`config.mk`:
```
export PLATFORM = sky130hd
export DESIGN_NAME = rxdma_top
export DESIGN_NICKNAME = d
export VERILOG_FILES = /design/src/rtl/rxdma_pkg.sv /design/src/rtl/rxdma_rxbuf.sv /design/src/rtl/rxdma_arb.sv /design/src/rtl/rxdma_chan.sv /design/src/rtl/rxdma_top.sv
export SDC_FILE = /design/constraint.sdc
export NUM_CORES = 1
export LEC_CHECK = 0
export BUFFER_PORTS_ARGS = -buffer_cell sky130_fd_sc_hd__buf_2
export CORE_AREA = 4 4 64 66
export CTS_CLUSTER_DIAMETER = 60
export CTS_CLUSTER_SIZE = 20
export DETAILED_ROUTE_END_ITERATION = 16
export DIE_AREA = 0 0 68 70
export PLACE_DENSITY = 0.81
export SETUP_SLACK_MARGIN = 0.02
export SLEW_MARGIN = 20
export SYNTH_ARGS = -nofsm -noshare
export SYNTH_HDL_FRONTEND = slang
export SYNTH_SLANG_ARGS = --single-unit
```
`constraint.sdc`:
```
create_clock -name clk -period 2.75 [get_ports clk]
set_input_delay 0.275 -clock clk [delete_from_list [all_inputs] [get_ports clk]]
set_output_delay 0.275 -clock clk [all_outputs]
set_load 0.005 [all_outputs]
```
`src/rtl/rxdma_pkg.sv`:
```
package rxdma_pkg;
  typedef enum logic [1:0] {
    SEL_CTRL = 2'd0,
    SEL_ADDR = 2'd1,
    SEL_CNT  = 2'd2,
    SEL_PRIO = 2'd3
  } cfg_sel_e;

  localparam int CTRL_EN_BIT     = 0;
  localparam int CTRL_EOBCLR_BIT = 1;
  localparam int CTRL_OVRCLR_BIT = 2;
endpackage

```
`src/rtl/rxdma_rxbuf.sv`:
```
// One-entry receive holding register with ready flag and overrun detect.
module rxdma_rxbuf #(
  parameter int DATA_W = 8
) (
  input  logic              clk,
  input  logic              rst_n,
  input  logic              in_valid,
  input  logic [DATA_W-1:0] in_data,
  input  logic              take,
  input  logic              ovr_clr,
  output logic              full,
  output logic [DATA_W-1:0] data,
  output logic              ovr
);
  always_ff @(posedge clk) begin
    if (!rst_n) begin
      full <= 1'b0;
      data <= '0;
      ovr  <= 1'b0;
    end else begin
      if (in_valid) data <= in_data;
      // a fresh byte keeps the flag set even when the old one leaves
      if (in_valid)  full <= 1'b1;
      else if (take) full <= 1'b0;
      if (in_valid && full && !take) ovr <= 1'b1;
      else if (ovr_clr)              ovr <= 1'b0;
    end
  end
endmodule

```
`src/rtl/rxdma_arb.sv`:
```
// Priority register and request qualification.
module rxdma_arb #(
  parameter int PRIO_W = 3
) (
  input  logic              clk,
  input  logic              rst_n,
  input  logic              prio_we,
  input  logic [PRIO_W-1:0] prio_wdata,
  input  logic [PRIO_W-1:0] compete,
  input  logic              want,
  output logic [PRIO_W-1:0] prio,
  output logic              req
);
  logic win;

  always_ff @(posedge clk) begin
    if (!rst_n)       prio <= '0;
    else if (prio_we) prio <= prio_wdata;
  end

  assign win = (prio > compete);
  assign req = want & win;
endmodule

```
`src/rtl/rxdma_chan.sv`:
```
// Pointer, count, enable and end-of-block state.
module rxdma_chan #(
  parameter int ADDR_W = 8,
  parameter int CNT_W  = 8
) (
  input  logic              clk,
  input  logic              rst_n,
  input  logic              ctrl_we,
  input  logic              ctrl_en,
  input  logic              eob_clr,
  input  logic              addr_we,
  input  logic [ADDR_W-1:0] addr_wdata,
  input  logic              cnt_we,
  input  logic [CNT_W-1:0]  cnt_wdata,
  input  logic              xfer,
  output logic              en,
  output logic [ADDR_W-1:0] addr,
  output logic [CNT_W-1:0]  cnt,
  output logic              eob,
  output logic              has_work
);
  localparam logic [CNT_W-1:0]  CNT_ONE  = CNT_W'(1);
  localparam logic [ADDR_W-1:0] ADDR_ONE = ADDR_W'(1);

  logic last_xfer;
  logic zero_hit;
  logic finish;

  assign has_work  = en && (cnt != '0);
  assign last_xfer = xfer && (cnt == CNT_ONE);
  assign zero_hit  = en && (cnt == '0) && !cnt_we;
  assign finish    = last_xfer || zero_hit;

  always_ff @(posedge clk) begin
    if (!rst_n) begin
      en   <= 1'b0;
      addr <= '0;
      cnt  <= '0;
      eob  <= 1'b0;
    end else begin
      if (finish)       en <= 1'b0;
      else if (ctrl_we) en <= ctrl_en;

      if (finish)       eob <= 1'b1;
      else if (eob_clr) eob <= 1'b0;

      if (addr_we)   addr <= addr_wdata;
      else if (xfer) addr <= addr + ADDR_ONE;

      if (cnt_we)    cnt <= cnt_wdata;
      else if (xfer) cnt <= cnt - CNT_ONE;
    end
  end
endmodule

```
`src/rtl/rxdma_top.sv`:
```
module rxdma_top #(
  parameter int DATA_W = 8,
  parameter int ADDR_W = 8,
  parameter int CNT_W  = 8,
  parameter int PRIO_W = 3,
  parameter int CFG_W  = 8
) (
  input  logic              clk,
  input  logic              rst_n,
  input  logic              cfg_we,
  input  logic [1:0]        cfg_sel,
  input  logic [CFG_W-1:0]  cfg_wdata,
  input  logic              rx_valid,
  input  logic [DATA_W-1:0] rx_data,
  input  logic [PRIO_W-1:0] compete_prio,
  input  logic              mem_gnt,
  output logic              mem_req,
  output logic [ADDR_W-1:0] mem_addr,
  output logic [DATA_W-1:0] mem_wdata,
  output logic              rx_full,
  output logic              ovr_flag,
  output logic              eob_pend,
  output logic              dma_en,
  output logic [ADDR_W-1:0] cur_addr,
  output logic [CNT_W-1:0]  cur_cnt
);
  import rxdma_pkg::*;

  cfg_sel_e          sel;
  logic              wr_ctrl, wr_addr, wr_cnt, wr_prio;
  logic              xfer;
  logic              has_work;
  logic [DATA_W-1:0] held;
  logic [PRIO_W-1:0] prio_q;

  assign sel     = cfg_sel_e'(cfg_sel);
  assign wr_ctrl = cfg_we && (sel == SEL_CTRL);
  assign wr_addr = cfg_we && (sel == SEL_ADDR);
  assign wr_cnt  = cfg_we && (sel == SEL_CNT);
  assign wr_prio = cfg_we && (sel == SEL_PRIO);

  assign xfer = mem_req && mem_gnt;

  rxdma_rxbuf #(.DATA_W(DATA_W)) u_buf (
    .clk      (clk),
    .rst_n    (rst_n),
    .in_valid (rx_valid),
    .in_data  (rx_data),
    .take     (xfer),
    .ovr_clr  (wr_ctrl && cfg_wdata[CTRL_OVRCLR_BIT]),
    .full     (rx_full),
    .data     (held),
    .ovr      (ovr_flag)
  );

  rxdma_chan #(.ADDR_W(ADDR_W), .CNT_W(CNT_W)) u_chan (
    .clk        (clk),
    .rst_n      (rst_n),
    .ctrl_we    (wr_ctrl),
    .ctrl_en    (cfg_wdata[CTRL_EN_BIT]),
    .eob_clr    (wr_ctrl && cfg_wdata[CTRL_EOBCLR_BIT]),
    .addr_we    (wr_addr),
    .addr_wdata (cfg_wdata[ADDR_W-1:0]),
    .cnt_we     (wr_cnt),
    .cnt_wdata  (cfg_wdata[CNT_W-1:0]),
    .xfer       (xfer),
    .en         (dma_en),
    .addr       (cur_addr),
    .cnt        (cur_cnt),
    .eob        (eob_pend),
    .has_work   (has_work)
  );

  rxdma_arb #(.PRIO_W(PRIO_W)) u_arb (
    .clk        (clk),
    .rst_n      (rst_n),
    .prio_we    (wr_prio),
    .prio_wdata (cfg_wdata[PRIO_W-1:0]),
    .compete    (compete_prio),
    .want       (has_work && rx_full),
    .prio       (prio_q),
    .req        (mem_req)
  );

  assign mem_addr  = cur_addr;
  assign mem_wdata = held;
endmodule

```
## Word level (Yosys, flattened, before mapping)

Index checks and enable logic that the tools add are counted.

- Flip-flop bits (word level): 31
- Output and inout port bits: 37
- Input port bits: 26

- Add/subtract/negate cells: 2
- Eq/ne operators: 4
- Reductions and logical operators: 26
- Muxes and demuxes: 10
- Bitwise operators: 2
- $lt $le $gt $ge: 1

Operators by type and width:

| kind | number |
|---|---|
| 8-bit two-way mux | 4 |
| 1-bit logical AND | 14 |
| 2-bit nonzero test | 5 |
| 8-bit by 1-bit adder with 8-bit output, second input constant | 1 |
| 8-bit by 1-bit == test with 1-bit output, second input constant | 1 |
| 8-bit logical NOT | 1 |
| 8-bit nonzero test | 1 |
| 8-bit by 1-bit subtractor with 8-bit output, second input constant | 1 |
| 1-bit two-way mux | 6 |
| 2-bit == test, second input constant | 2 |
| 3-bit greater-than comparator | 1 |
| 2-bit by 1-bit == test with 1-bit output, second input constant | 1 |
| 1-bit logical NOT | 2 |
| 2-bit logical NOT | 1 |
| 2-bit OR reduction | 1 |
| 1-bit AND | 1 |
| 1-bit logical OR | 1 |
| 1-bit inverter | 1 |

## Logic depth before layout (Yosys ltp)

Gate-level depths: netlist of run 1.

- Depth after elaboration: 8
- Depth in mapped cells: 8
- Depth with buffers taken out: 7

## By module

Synthesis of run 1 repeated with hierarchy kept, for this count alone.

- Cell total of the unflattened synthesis: 185
- Area total of the unflattened synthesis: 1701.6 sq um

Modules (own cells, without submodules):

| module | cells an instance | area each (sq um) | times used |
|---|---|---|---|
| rxdma_chan | 117 | 999.7 | 1 |
| rxdma_rxbuf | 32 | 376.6 | 1 |
| rxdma_arb | 20 | 192.7 | 1 |
| rxdma_top | 16 | 132.6 | 1 |

## Least setup slack after synthesis of run 1

No wires, ideal clock.

- Path type: input to register
- Start point: input compete_prio[2]
- End point: register u_chan.addr[7]
- Path buffers: 0
- Path slack: 0.941 ns
- Library setup time: 0.095 ns
- Arrival time: 1.713 ns
- Cell stages on the path: 7
- Path through: inv_1 ha_1 o211ai_2 a31oi_4 nand3_4 or4_1 o311ai_1

- Word-level cells in the longest chain between the ends: 4

RTL lines:

| item | RTL line | source |
|---|---|---|
| start: declaration | rxdma_top.sv:15 | `input logic [PRIO_W-1:0] compete_prio,` |
| 3-bit greater-than comparator | rxdma_arb.sv:21 | `assign win = (prio > compete);` |
| 1-bit AND | rxdma_arb.sv:22 | `assign req = want & win;` |
| 1-bit logical AND | rxdma_top.sv:42 | `assign xfer = mem_req && mem_gnt;` |
| 2-bit nonzero test (no source line) | -- |  |
| end signal: assignment | rxdma_chan.sv:47 | `if (addr_we) addr <= addr_wdata;` |
| end signal: assignment | rxdma_chan.sv:48 | `else if (xfer) addr <= addr + ADDR_ONE;` |
| end: declaration | rxdma_chan.sv:17 | `output logic [ADDR_W-1:0] addr,` |

No other way between the ends.
A chain may end at the register's enable or synchronous reset.

## Worst setup path in the final report of run 1

- Start point: register u_arb.prio[2]
- End point: output mem_req

- Word-level cells in the longest chain between the ends: 2

RTL lines:

| item | RTL line | source |
|---|---|---|
| start: declaration | rxdma_arb.sv:11 | `output logic [PRIO_W-1:0] prio,` |
| start signal: assignment | rxdma_arb.sv:18 | `else if (prio_we) prio <= prio_wdata;` |
| 3-bit greater-than comparator | rxdma_arb.sv:21 |  |
| 1-bit AND | rxdma_arb.sv:22 |  |
| end: declaration | rxdma_top.sv:17 | `output logic mem_req,` |

No other way between the ends.

==> results of run 1 <==
-- final timing paths --
check / endpoint / slack (ns) / startpoint / cells after the start
max: mem_req / 0.66 / u_arb.prio[2] / 6
min reg2reg: u_buf.ovr / 0.47 / u_buf.ovr / 2
min: u_buf.data[5] / 0.19 / rx_data[5] / 3
max reg2reg: u_chan.en / 0.72 / u_chan.cnt[0] / 7
-- synthesized netlist by cell type, drive strengths merged --
library cell,number
a2111oi,1
a211oi,3
a21boi,2
a21oi,12
a311o,1
a31oi,5
and2,1
and3,2
and4,2
buf,9
clkbuf,9
dfxtp,31
ha,7
inv,5
mux2i,12
nand2,14
nand2b,3
nand3,6
nand3b,2
nand4,9
nand4b,1
nor2,6
nor2b,12
nor3,4
nor3b,5
nor4,2
o211ai,3
o21a,1
o21ai,16
o22ai,1
o311ai,1
or2,2
or3,3
or4,1
or4b,1
xnor2,2
xor2,4
-- kinds of logic after synthesis --
group	count (synthesis)	share of synthesized area [%]
xor+xnor	6	2.92
simple gates	76	27.3
buf+inv	23	6.88
fa+ha+maj	7	4.87
compound gates	46	16.8
mux	12	6.68
flops	31	34.5
-- routing by layer --
metal  up-vias  global-route usage (%)  share of wire [%]  wire (µm)
met2        65                    27.7                 46       1940
met4         0                    5.74               0.91         38
li1        828                       -                  -          -
met5         -                       0                  0          0
met3         4                    7.23                9.2        385
met1       762                    24.7                 44       1830
-- per-stage QoR --
stage	hold slack (ns)	utilization [%]	setup WS, ns	total power (W)	cells
2_1_floorplan	0.436	-	0.941	0.000621	201
3_3_place_gp	0.446	57.9	0.769	0.000680	294
3_5_place_dp	0.450	57.9	0.703	0.000683	294
4_1_cts	0.182	59.4	0.639	0.000943	302
5_1_grt	0.201	59.4	0.517	0.000984	302
6_report	0.194	59.4	0.660	0.000935	302
-- sequential cells by signal, indices dropped and copies added, names as in the netlist --
register / count
u_buf.data: 8
u_chan.addr: 8
u_arb.prio: 3
u_chan.en: 1
u_chan.cnt: 8
u_buf.full: 1
u_buf.ovr: 1
u_chan.eob: 1
-- layout make-up --
cell class | instances | area, µm²
fillers | 344 | 1450
multi-input cells | 147 | 1050
flip-flops and latches | 31 | 621
repair buffers | 63 | 318
well taps | 48 | 60.1
clock buffers | 6 | 41.3
inverters | 5 | 18.8
clock inverters | 2 | 12.5
-- tightest hold or removal path, cell delays in order --
cell and delay [ns]:
buf_2 0.07, mux2i_1 0.05, nor2b_1 0.09
-- cells in the final DEF (no fill, tap or decap), types with 2 or more instances in the layout --
| cell type | instances |
|---|---|
| a31oi_1 | 4 |
| inv_1 | 5 |
| xnor2_1 | 2 |
| nand2b_1 | 3 |
| nand3b_1 | 2 |
| or3_1 | 3 |
| nor2_1 | 6 |
| dfxtp_1 | 31 |
| and3_1 | 2 |
| clkbuf_4 | 5 |
| nor2b_1 | 12 |
| o211ai_1 | 2 |
| nor3b_1 | 3 |
| a211oi_1 | 2 |
| xor2_1 | 4 |
| a21oi_1 | 12 |
| buf_2 | 62 |
| nand2_1 | 13 |
| o21ai_0 | 16 |
| nor3_2 | 2 |
| nor3b_2 | 2 |
| nand3_1 | 5 |
| mux2i_1 | 12 |
| nand4_1 | 9 |
| ha_1 | 7 |
| nor3_1 | 2 |
-- power breakdown --
part / internal (W) / switching, W / total (W) / leakage (nW)
clock network: 0.0000985 / 0.000163 / 0.000261 / 0.0282
registers: 0.000473 / 0.0000270 / 0.000500 / 0.254
logic: 0.0000823 / 0.0000919 / 0.000174 / 0.668
total: 0.000654 / 0.000281 / 0.000935 / 0.951
==> flow_metrics.py, run 1 <==
metrics = {
    "outcome": {
        "outcome": "finished, final reports clean",
    },
    "pwr": {
        "powerDensity_mw_per_mm2": 440,
        "vdd_drop_max_mv": 0.317,
        "p_leak_nw": 0.951,
    },
    "clock_tree": {
        "clk_latency_ns": 0.33,
        "htreeDepth": 2,
        "cts_hold_buf": 0,
        "cts_buffers": 5,
        "cts.repair.resized": 0,
        "cts_tree": "built",
        "clkSlewWorstSetupHoldPaths_ns": 0.10,
        "cts_sinks": 31,
        "cts_setup_buffers": 0,
        "clock_path_buffers": 2,
        "root_buffer": "clkbuf_4",
    },
    "timing": {
        "rsz0062_at_grt": "no",
        "finalHoldViolCount": 0,
        "setup_viol": 0,
        "tns_ns": 0,
        "worst_pin_slew_ns": 0.576,
        "min_period_ns": 2.09,
        "skew_ns": 0.00678,
        "max_freq_mhz": 479,
        "finalCritPeriodShare_pct": 76.0,
        "relSlewSlack_pct": 61.5,
        "drv_slew": 0,
    },
    "floorplanning": {
        "num_rows": 22,
        "core-area_mm2": 0.00358,
        "io-pin-count": 63,
        "die_area_mm2": 0.00476,
        "start_util_pct": 50.3,
        "die_w_um": 68,
        "die_y_um": 70,
    },
    "critical_path": {
        "crit_fanout": 8,
        "worst_setup_path_end_kind": "output pin",
        "path_buf_inv": 1,
        "path_cells": "ha_1 -> o211ai_2 -> a31oi_4 -> nand2_1 -> a21oi_1 -> buf_2",
        "critical_path_required_ns": 2.48,
        "slowest_stage": "ha_1",
        "crit_family": "compound AO/OA/AOI/OAI gates",
        "start_kind": "flip-flop",
        "cp.arrival_ns": 1.81,
        "max_stage_delay_ns": 0.34,
        "worstSetupPathType": "reg -> out",
    },
    "placement": {
        "dp_hpwl_mm": 3.08,
        "io_buffers": 62,
        "routabilityCongestion": 0.830,
        "place_area_mm2": 0.00207,
    },
    "synth": {
        "syn_avg_cell_area_um2": 8.95,
        "syn-num-nets": 234,
        "syn_area_mm2": 0.00180,
        "synth.distinct_cells": 49,
        "yosys_warnings": 0,
        "synth_top_area_share_pct": 34.5,
        "synthCells": 201,
        "synth_seq_area_share_pct": 34.5,
        "ys_seq_elements": 31,
        "synth_area_leaders": "dfxtp_1, mux2i_1, ha_1, o21ai_0, nor2b_1",
        "yosys.area.top_type": "dfxtp_1",
    },
    "grt": {
        "antenna_found_initial": 0,
        "grt_usage_pct": 18.7,
        "grt_start_max_net_pins": 37,
        "grt_pass1_vias": 1456,
        "grt_pass1_wl_mm": 6.89,
        "grt-ovfl-total": 0,
    },
    "cells_and_area": {
        "fin_area_mm2": 0.00213,
        "antenna_cells": 0,
        "nets": 286,
        "syn_to_final_growth_pct": 18.2,
        "drive_above_1_share_pct": 32.7,
    },
    "worst_hold_path": {
        "worst_hold_path_type": "in -> reg",
    },
    "routing": {
        "drc": 0,
        "via_per_inst": 5.49,
        "postRouteAntennaNets": 0,
        "routed_wl_mm": 4.19,
        "routedWlPerCell_um": 13.9,
        "drt_iter0_markers": 119,
        "dr.pass1.iters": 5,
        "vias": 1659,
    },
    "job": {
        "maxCapViolations": 0,
    },
}
Note: power is estimated with default switching activity, not from simulation.
==> run 2, diff against run 1 <==
--- a/config.mk
+++ b/config.mk
@@ -6,12 +6,12 @@
 export NUM_CORES = 1
 export LEC_CHECK = 0
 export BUFFER_PORTS_ARGS = -buffer_cell sky130_fd_sc_hd__buf_2
-export CORE_AREA = 4 4 64 66
+export CORE_AREA = 4 4 69 71
 export CTS_CLUSTER_DIAMETER = 60
 export CTS_CLUSTER_SIZE = 20
 export DETAILED_ROUTE_END_ITERATION = 16
-export DIE_AREA = 0 0 68 70
-export PLACE_DENSITY = 0.81
+export DIE_AREA = 0 0 73 75
+export PLACE_DENSITY = 0.74
 export SETUP_SLACK_MARGIN = 0.02
 export SLEW_MARGIN = 20
 export SYNTH_ARGS = -nofsm -noshare
==> constraint.sdc (replaced) <==
create_clock -name clk -period 1.7 [get_ports clk]
set_input_delay 0.17 -clock clk [delete_from_list [all_inputs] [get_ports clk]]
set_output_delay 0.17 -clock clk [all_outputs]
set_load 0.005 [all_outputs]
==> flow_metrics.py, run 2 (same netlist as run 1, synthesis figures left out) <==
metrics = {
    "outcome": {
        "outcome": "complete, but fails checks",
        "violations": "negative setup slack",
    },
    "timing": {
        "max_freq_mhz": 572,
        "min_period_ns": 1.75,
        "fin_ws_ns": -0.0494,
        "skew_ns": 0.00812,
        "relSlewSlack_pct": 71.9,
        "rsz0062_at_grt": "yes",
        "finalCritPeriodShare_pct": 103,
        "finalHoldViolCount": 0,
        "drv_slew": 0,
        "setup_viol": 6,
        "worst_pin_slew_ns": 0.420,
    },
    "routing": {
        "drt_iter0_markers": 111,
        "routedWlPerCell_um": 15.0,
        "met1_length_mm": 2.21,
        "top_layer": "met4",
        "wl_met3_um": 352,
        "postRouteAntennaNets": 0,
        "routed_wl_mm": 4.96,
        "dr.pass1.iters": 4,
        "met2WireLength_mm": 2.34,
        "drc": 0,
        "via_per_inst": 5.34,
        "vias": 1772,
    },
    "pwr": {
        "pwr-share-comb_pct": 19.6,
        "p_clk_share_pct": 38.5,
        "finalPower_w": 0.00191,
        "swShare_pct": 27.5,
        "powerDensity_mw_per_mm2": 752,
        "p_sw_w": 0.000527,
        "seq_power_share_pct": 41.9,
        "p_leak_nw": 1.14,
        "vdd_drop_max_mv": 0.470,
        "intPower_w": 0.00138,
    },
    "cells_and_area": {
        "syn_to_final_growth_pct": 41.3,
        "nets": 312,
        "fill_cells": 355,
        "drive_above_1_share_pct": 45.4,
        "top_regs": "u_buf.data (8), u_chan.addr (8), u_chan.cnt (8)",
        "antenna_cells": 0,
        "layout_common_cells": "buf_2, dfxtp_1, buf_4, o21ai_0",
        "final_common_cell": "buf_2",
        "final_cells": 332,
        "fin_area_mm2": 0.00254,
    },
    "clock_tree": {
        "root_buffer": "clkbuf_8",
        "clock_path_buffers": 2,
        "cts_tree": "built",
        "cts_buffers": 5,
        "clk_latency_ns": 0.29,
        "cts_hold_buf": 0,
        "cts_sinks": 31,
        "clkSlewWorstSetupHoldPaths_ns": 0.08,
        "htreeDepth": 2,
    },
    "critical_path": {
        "critical_path_required_ns": 1.53,
        "max_stage_delay_ns": 0.34,
        "worstSetupPathType": "reg -> out",
        "worst_setup_path_end_kind": "output pin",
        "cp.arrival_ns": 1.58,
        "crit_end": "mem_req",
        "crit_fanout": 2,
        "worstSetupStartpoint": "u_arb.prio[2]",
        "r2r-start": "u_arb.prio[2]",
        "r2r_end": "u_chan.en",
        "r2r_slack_ns": -0.04,
        "reg2reg_depth": 7,
        "start_kind": "flip-flop",
        "path_cells": "ha_4 -> buf_6 -> a31oi_4 -> buf_6 -> nand2_4 -> a21oi_2 -> buf_2",
        "slowest_stage": "dfxtp_2",
        "worst_path_most_repeated_cell": "buf_6",
    },
    "grt": {
        "grt_pass1_vias": 1729,
        "grt_usage_pct": 19.0,
        "grt_start_max_net_pins": 21,
        "antenna_found_initial": 0,
        "grt-ovfl-total": 0,
        "grt_pass1_wl_mm": 8.11,
    },
    "placement": {
        "place_area_mm2": 0.00227,
        "routabilityCongestion": 0.847,
        "dp_hpwl_mm": 3.58,
        "io_buffers": 62,
        "place_inst": 319,
        "place_ws_ns": -0.101,
    },
    "floorplanning": {
        "die_w_um": 73,
        "start_util_pct": 42.5,
        "die_y_um": 75,
        "die_area_mm2": 0.00548,
        "io-pin-count": 63,
        "core-area_mm2": 0.00423,
        "num_rows": 24,
    },
    "job": {
        "maxCapViolations": 0,
    },
    "worst_hold_path": {
        "worst_hold_path_type": "in -> reg",
    },
}
-- run 2: cell count changes in the layout (fill, tap and decap cells not counted), sizes merged --
| cell | previous run | this run |
|---|---|---|
| bufinv | 0 | 1 |
| clkinv | 1 | 2 |
| buf | 63 | 89 |
| clkinvlp | 1 | 0 |
| clkbuf | 6 | 5 |
-- run 2: what timing repair did --
action / in CTS / in global routing
setup buffers: 5 / 0
endpoints found under the setup margin: 11 / 19
resized for setup: 12 / 14
endpoints found under the hold margin: 0 / 0
pin swaps: 8 / 6
-- run 2: area by class of cell --
cell class                 instances  area (µm²)  area share [%]
clock buffer                       5        68.8            2.71
multi-input combinational        147        1170            46.2
sequential                        31         624            24.6
inverter                           5        18.8           0.738
timing repair buffer              89         548            21.6
tap                               52        65.1            2.56
clock inverter                     3        43.8            1.72
-- run 2: how the worst min path moves through the flow --
stage / end / start / depth (start not counted) / slack [ns]
6_report: u_buf.data[2] / rx_data[2] / 3 / 0.14
5_1_grt: u_buf.data[2] / rx_data[2] / 3 / 0.14
4_1_cts: u_buf.data[4] / rx_data[4] / 3 / 0.13
3_5_place_dp: u_buf.data[4] / rx_data[4] / 3 / 0.44
3_3_place_gp: u_buf.data[0] / rx_data[0] / 3 / 0.42
2_1_floorplan: u_chan.cnt[1] / cfg_wdata[1] / 2 / 0.33
-- run 2: worst max-delay path, delay by kind of cell (launching register included) --
| family | cells | cell delay (ns) |
|---|---|---|
| adders and majority gates | 1 | 0.24 |
| and+or+nand+nor | 1 | 0.05 |
| DFF | 1 | 0.34 |
| AOI/OAI and AO/OA | 2 | 0.30 |
| buffers and inverters | 3 | 0.37 |
-- run 2: power by group through the flow --
stage	Clock, W	Combinational, W	Sequential [W]
floorplan	0	0.000188	0.000822
global placement	0	0.000332	0.000815
detailed placement	0	0.000339	0.000815
CTS	0.000755	0.000359	0.000800
global route	0.000785	0.000410	0.000808
finish	0.000736	0.000375	0.000801
-- run 2: metrics by stage --
step | hold WS, ns | utilization (%) | setup TNS [ns]
after CTS | 0.130 | 58.6 | -0.130
after floorplan | 0.331 | - | -0.0143
after global routing | 0.143 | 60.0 | -0.514
after detailed placement | 0.439 | 53.5 | -0.315
after global placement | 0.423 | 53.5 | -0.0431
final | 0.135 | 60.0 | -0.156
-- run 2: per-layer routing --
layer	up-vias	global-route usage, %
li1	879	-
met1	830	23.5
met2	56	31.9
met3	7	4.94
met4	0	6.97
met5	-	0
==> run 3, diff against run 2 <==
--- a/config.mk
+++ b/config.mk
@@ -11,7 +11,7 @@
 export CTS_CLUSTER_SIZE = 20
 export DETAILED_ROUTE_END_ITERATION = 16
 export DIE_AREA = 0 0 73 75
-export PLACE_DENSITY = 0.74
+export PLACE_DENSITY = 0.82
 export SETUP_SLACK_MARGIN = 0.02
 export SLEW_MARGIN = 20
 export SYNTH_ARGS = -nofsm -noshare
==> flow_metrics.py, run 3 (same netlist as run 1, synthesis figures left out) <==
metrics = {
    "floorplanning": {
        "core-area_mm2": 0.00423,
        "die_area_mm2": 0.00548,
        "die_w_um": 73,
        "die_y_um": 75,
        "num_rows": 24,
        "io-pin-count": 63,
        "start_util_pct": 42.5,
    },
    "routing": {
        "vias": 1897,
        "drc": 0,
        "via_per_inst": 5.63,
        "drt_iter0_markers": 124,
        "routedWlPerCell_um": 16.6,
        "dr.pass1.iters": 4,
        "routed_wl_mm": 5.59,
        "postRouteAntennaNets": 0,
    },
    "clock_tree": {
        "htreeDepth": 2,
        "cts_tree": "built",
        "clk_latency_ns": 0.29,
        "clkSlewWorstSetupHoldPaths_ns": 0.07,
        "cts_buffers": 5,
        "cts_sinks": 31,
        "clock_path_buffers": 2,
        "cts_hold_buf": 0,
        "root_buffer": "clkbuf_8",
    },
    "timing": {
        "max_freq_mhz": 554,
        "tns_ns": -0.718,
        "rsz0062_at_grt": "yes",
        "relSlewSlack_pct": 58.1,
        "hold_slack_ns": 0.133,
        "min_period_ns": 1.80,
        "worst_pin_slew_ns": 0.626,
        "skew_ns": 0.00373,
        "drv_slew": 0,
        "fin_ws_ns": -0.104,
        "finalCritPeriodShare_pct": 106,
        "setup_viol": 13,
        "finalHoldViolCount": 0,
    },
    "pwr": {
        "finalPower_w": 0.00180,
        "vdd_drop_max_mv": 0.531,
        "p_leak_nw": 1.19,
        "powerDensity_mw_per_mm2": 695,
    },
    "cells_and_area": {
        "drive_above_1_share_pct": 47.7,
        "fill_cells": 366,
        "nets": 317,
        "final_common_cell": "buf_2",
        "antenna_cells": 0,
        "top_regs": "u_buf.data (8), u_chan.addr (8), u_chan.cnt (8)",
        "syn_to_final_growth_pct": 44.4,
        "layout_common_cells": "buf_2, dfxtp_1, buf_4, o21ai_0",
    },
    "critical_path": {
        "max_stage_delay_ns": 0.36,
        "start_kind": "flip-flop",
        "crit_fanout": 2,
        "critical_path_required_ns": 1.53,
        "reg2reg_depth": 8,
        "r2r_slack_ns": -0.07,
        "worstSetupPathType": "reg -> out",
        "cp.arrival_ns": 1.63,
        "r2r-start": "u_arb.prio[2]",
        "slowest_stage": "dfxtp_4",
        "r2r_end": "u_chan.addr[4]",
        "path_cells": "ha_4 -> o211ai_2 -> a31oi_4 -> buf_6 -> nand2_4 -> a21oi_2 -> buf_2",
        "worst_setup_path_end_kind": "output pin",
    },
    "worst_hold_path": {
        "min_to": "u_buf.data[5]",
        "worst_hold_path_type": "in -> reg",
        "min_path_cells": 3,
        "hold_start": "rx_data[5]",
    },
    "grt": {
        "antenna_found_initial": 0,
        "grt_usage_pct": 20.6,
        "grt_start_max_net_pins": 29,
        "grt_pass1_wl_mm": 8.41,
        "grt_pass1_vias": 1741,
        "grt-ovfl-total": 0,
    },
    "placement": {
        "dp_hpwl_mm": 3.78,
        "io_buffers": 62,
        "routabilityCongestion": 0.815,
        "place_ws_ns": -0.112,
    },
    "job": {
        "maxCapViolations": 0,
    },
    "outcome": {
        "violations": "negative setup slack",
        "outcome": "complete, but fails checks",
    },
}
-- run 3: cell count changes in the layout (fill, tap and decap cells not counted), sizes merged --
| cell | before | now |
|---|---|---|
| bufinv | 1 | 0 |
| clkinvlp | 0 | 2 |
| clkinv | 2 | 1 |
| buf | 89 | 94 |
-- run 3: area by class of cell --
type / count / area (µm²) / area share [%]
clock buffers: 5 / 68.8 / 2.65
clock inverters: 3 / 20.0 / 0.771
inverters: 5 / 18.8 / 0.723
multi-input cells: 147 / 1200 / 46.2
flip-flops and latches: 31 / 627 / 24.1
well taps: 52 / 65.1 / 2.50
repair buffers: 94 / 598 / 23.0
-- run 3: worst max path at each step --
stage / slack, ns / cells past startpoint / endpoint / from
5_1_grt: -0.18 / 7 / mem_req / u_arb.prio[2]
6_report: -0.10 / 7 / mem_req / u_arb.prio[2]
4_1_cts: -0.09 / 7 / mem_req / u_arb.prio[2]
2_1_floorplan: -0.01 / 6 / u_chan.addr[7] / u_arb.prio[2]
3_5_place_dp: -0.11 / 6 / u_chan.addr[7] / u_arb.prio[1]
3_3_place_gp: -0.04 / 6 / u_chan.addr[7] / u_arb.prio[1]
-- run 3: repair_timing --
action / 4_1_cts / 5_1_grt
setup buffers: 7 / 4
resized for setup: 17 / 16
cloned: 1 / 0
setup endpoints to repair: 14 / 21
pin swaps: 15 / 15
-- run 3: stage by stage --
step	instance area [µm²]	utilization, %	std cells
floorplan	1820	-	201
global placement	2260	53.3	318
detailed placement	2260	53.3	318
CTS	2510	59.3	334
global route	2600	61.3	337
finish	2600	61.3	337
-- run 3: critical path, delay by kind of cell, from the launching register on --
family | cells | cell delay [ns]
DFF | 1 | 0.36
and+or+nand+nor | 1 | 0.05
AOI/OAI and AO/OA | 3 | 0.39
adders and majority gates | 1 | 0.28
buffers and inverters | 2 | 0.26
-- run 3: metal layers --
metal	part of all wire (%)	track usage, %	vias to the layer above	wire length, µm
met5	0	0	-	0
li1	-	-	890	-
met1	40	24.3	902	2220
met2	50	34.3	88	2810
met3	6.9	5.61	17	388
met4	3.1	10.9	0	173
-- run 3: power by group --
part           switching [W]  total, W  internal, W
Clock               0.000303  0.000588     0.000284
Sequential         0.0000402  0.000805     0.000765
Combinational       0.000202  0.000411     0.000209
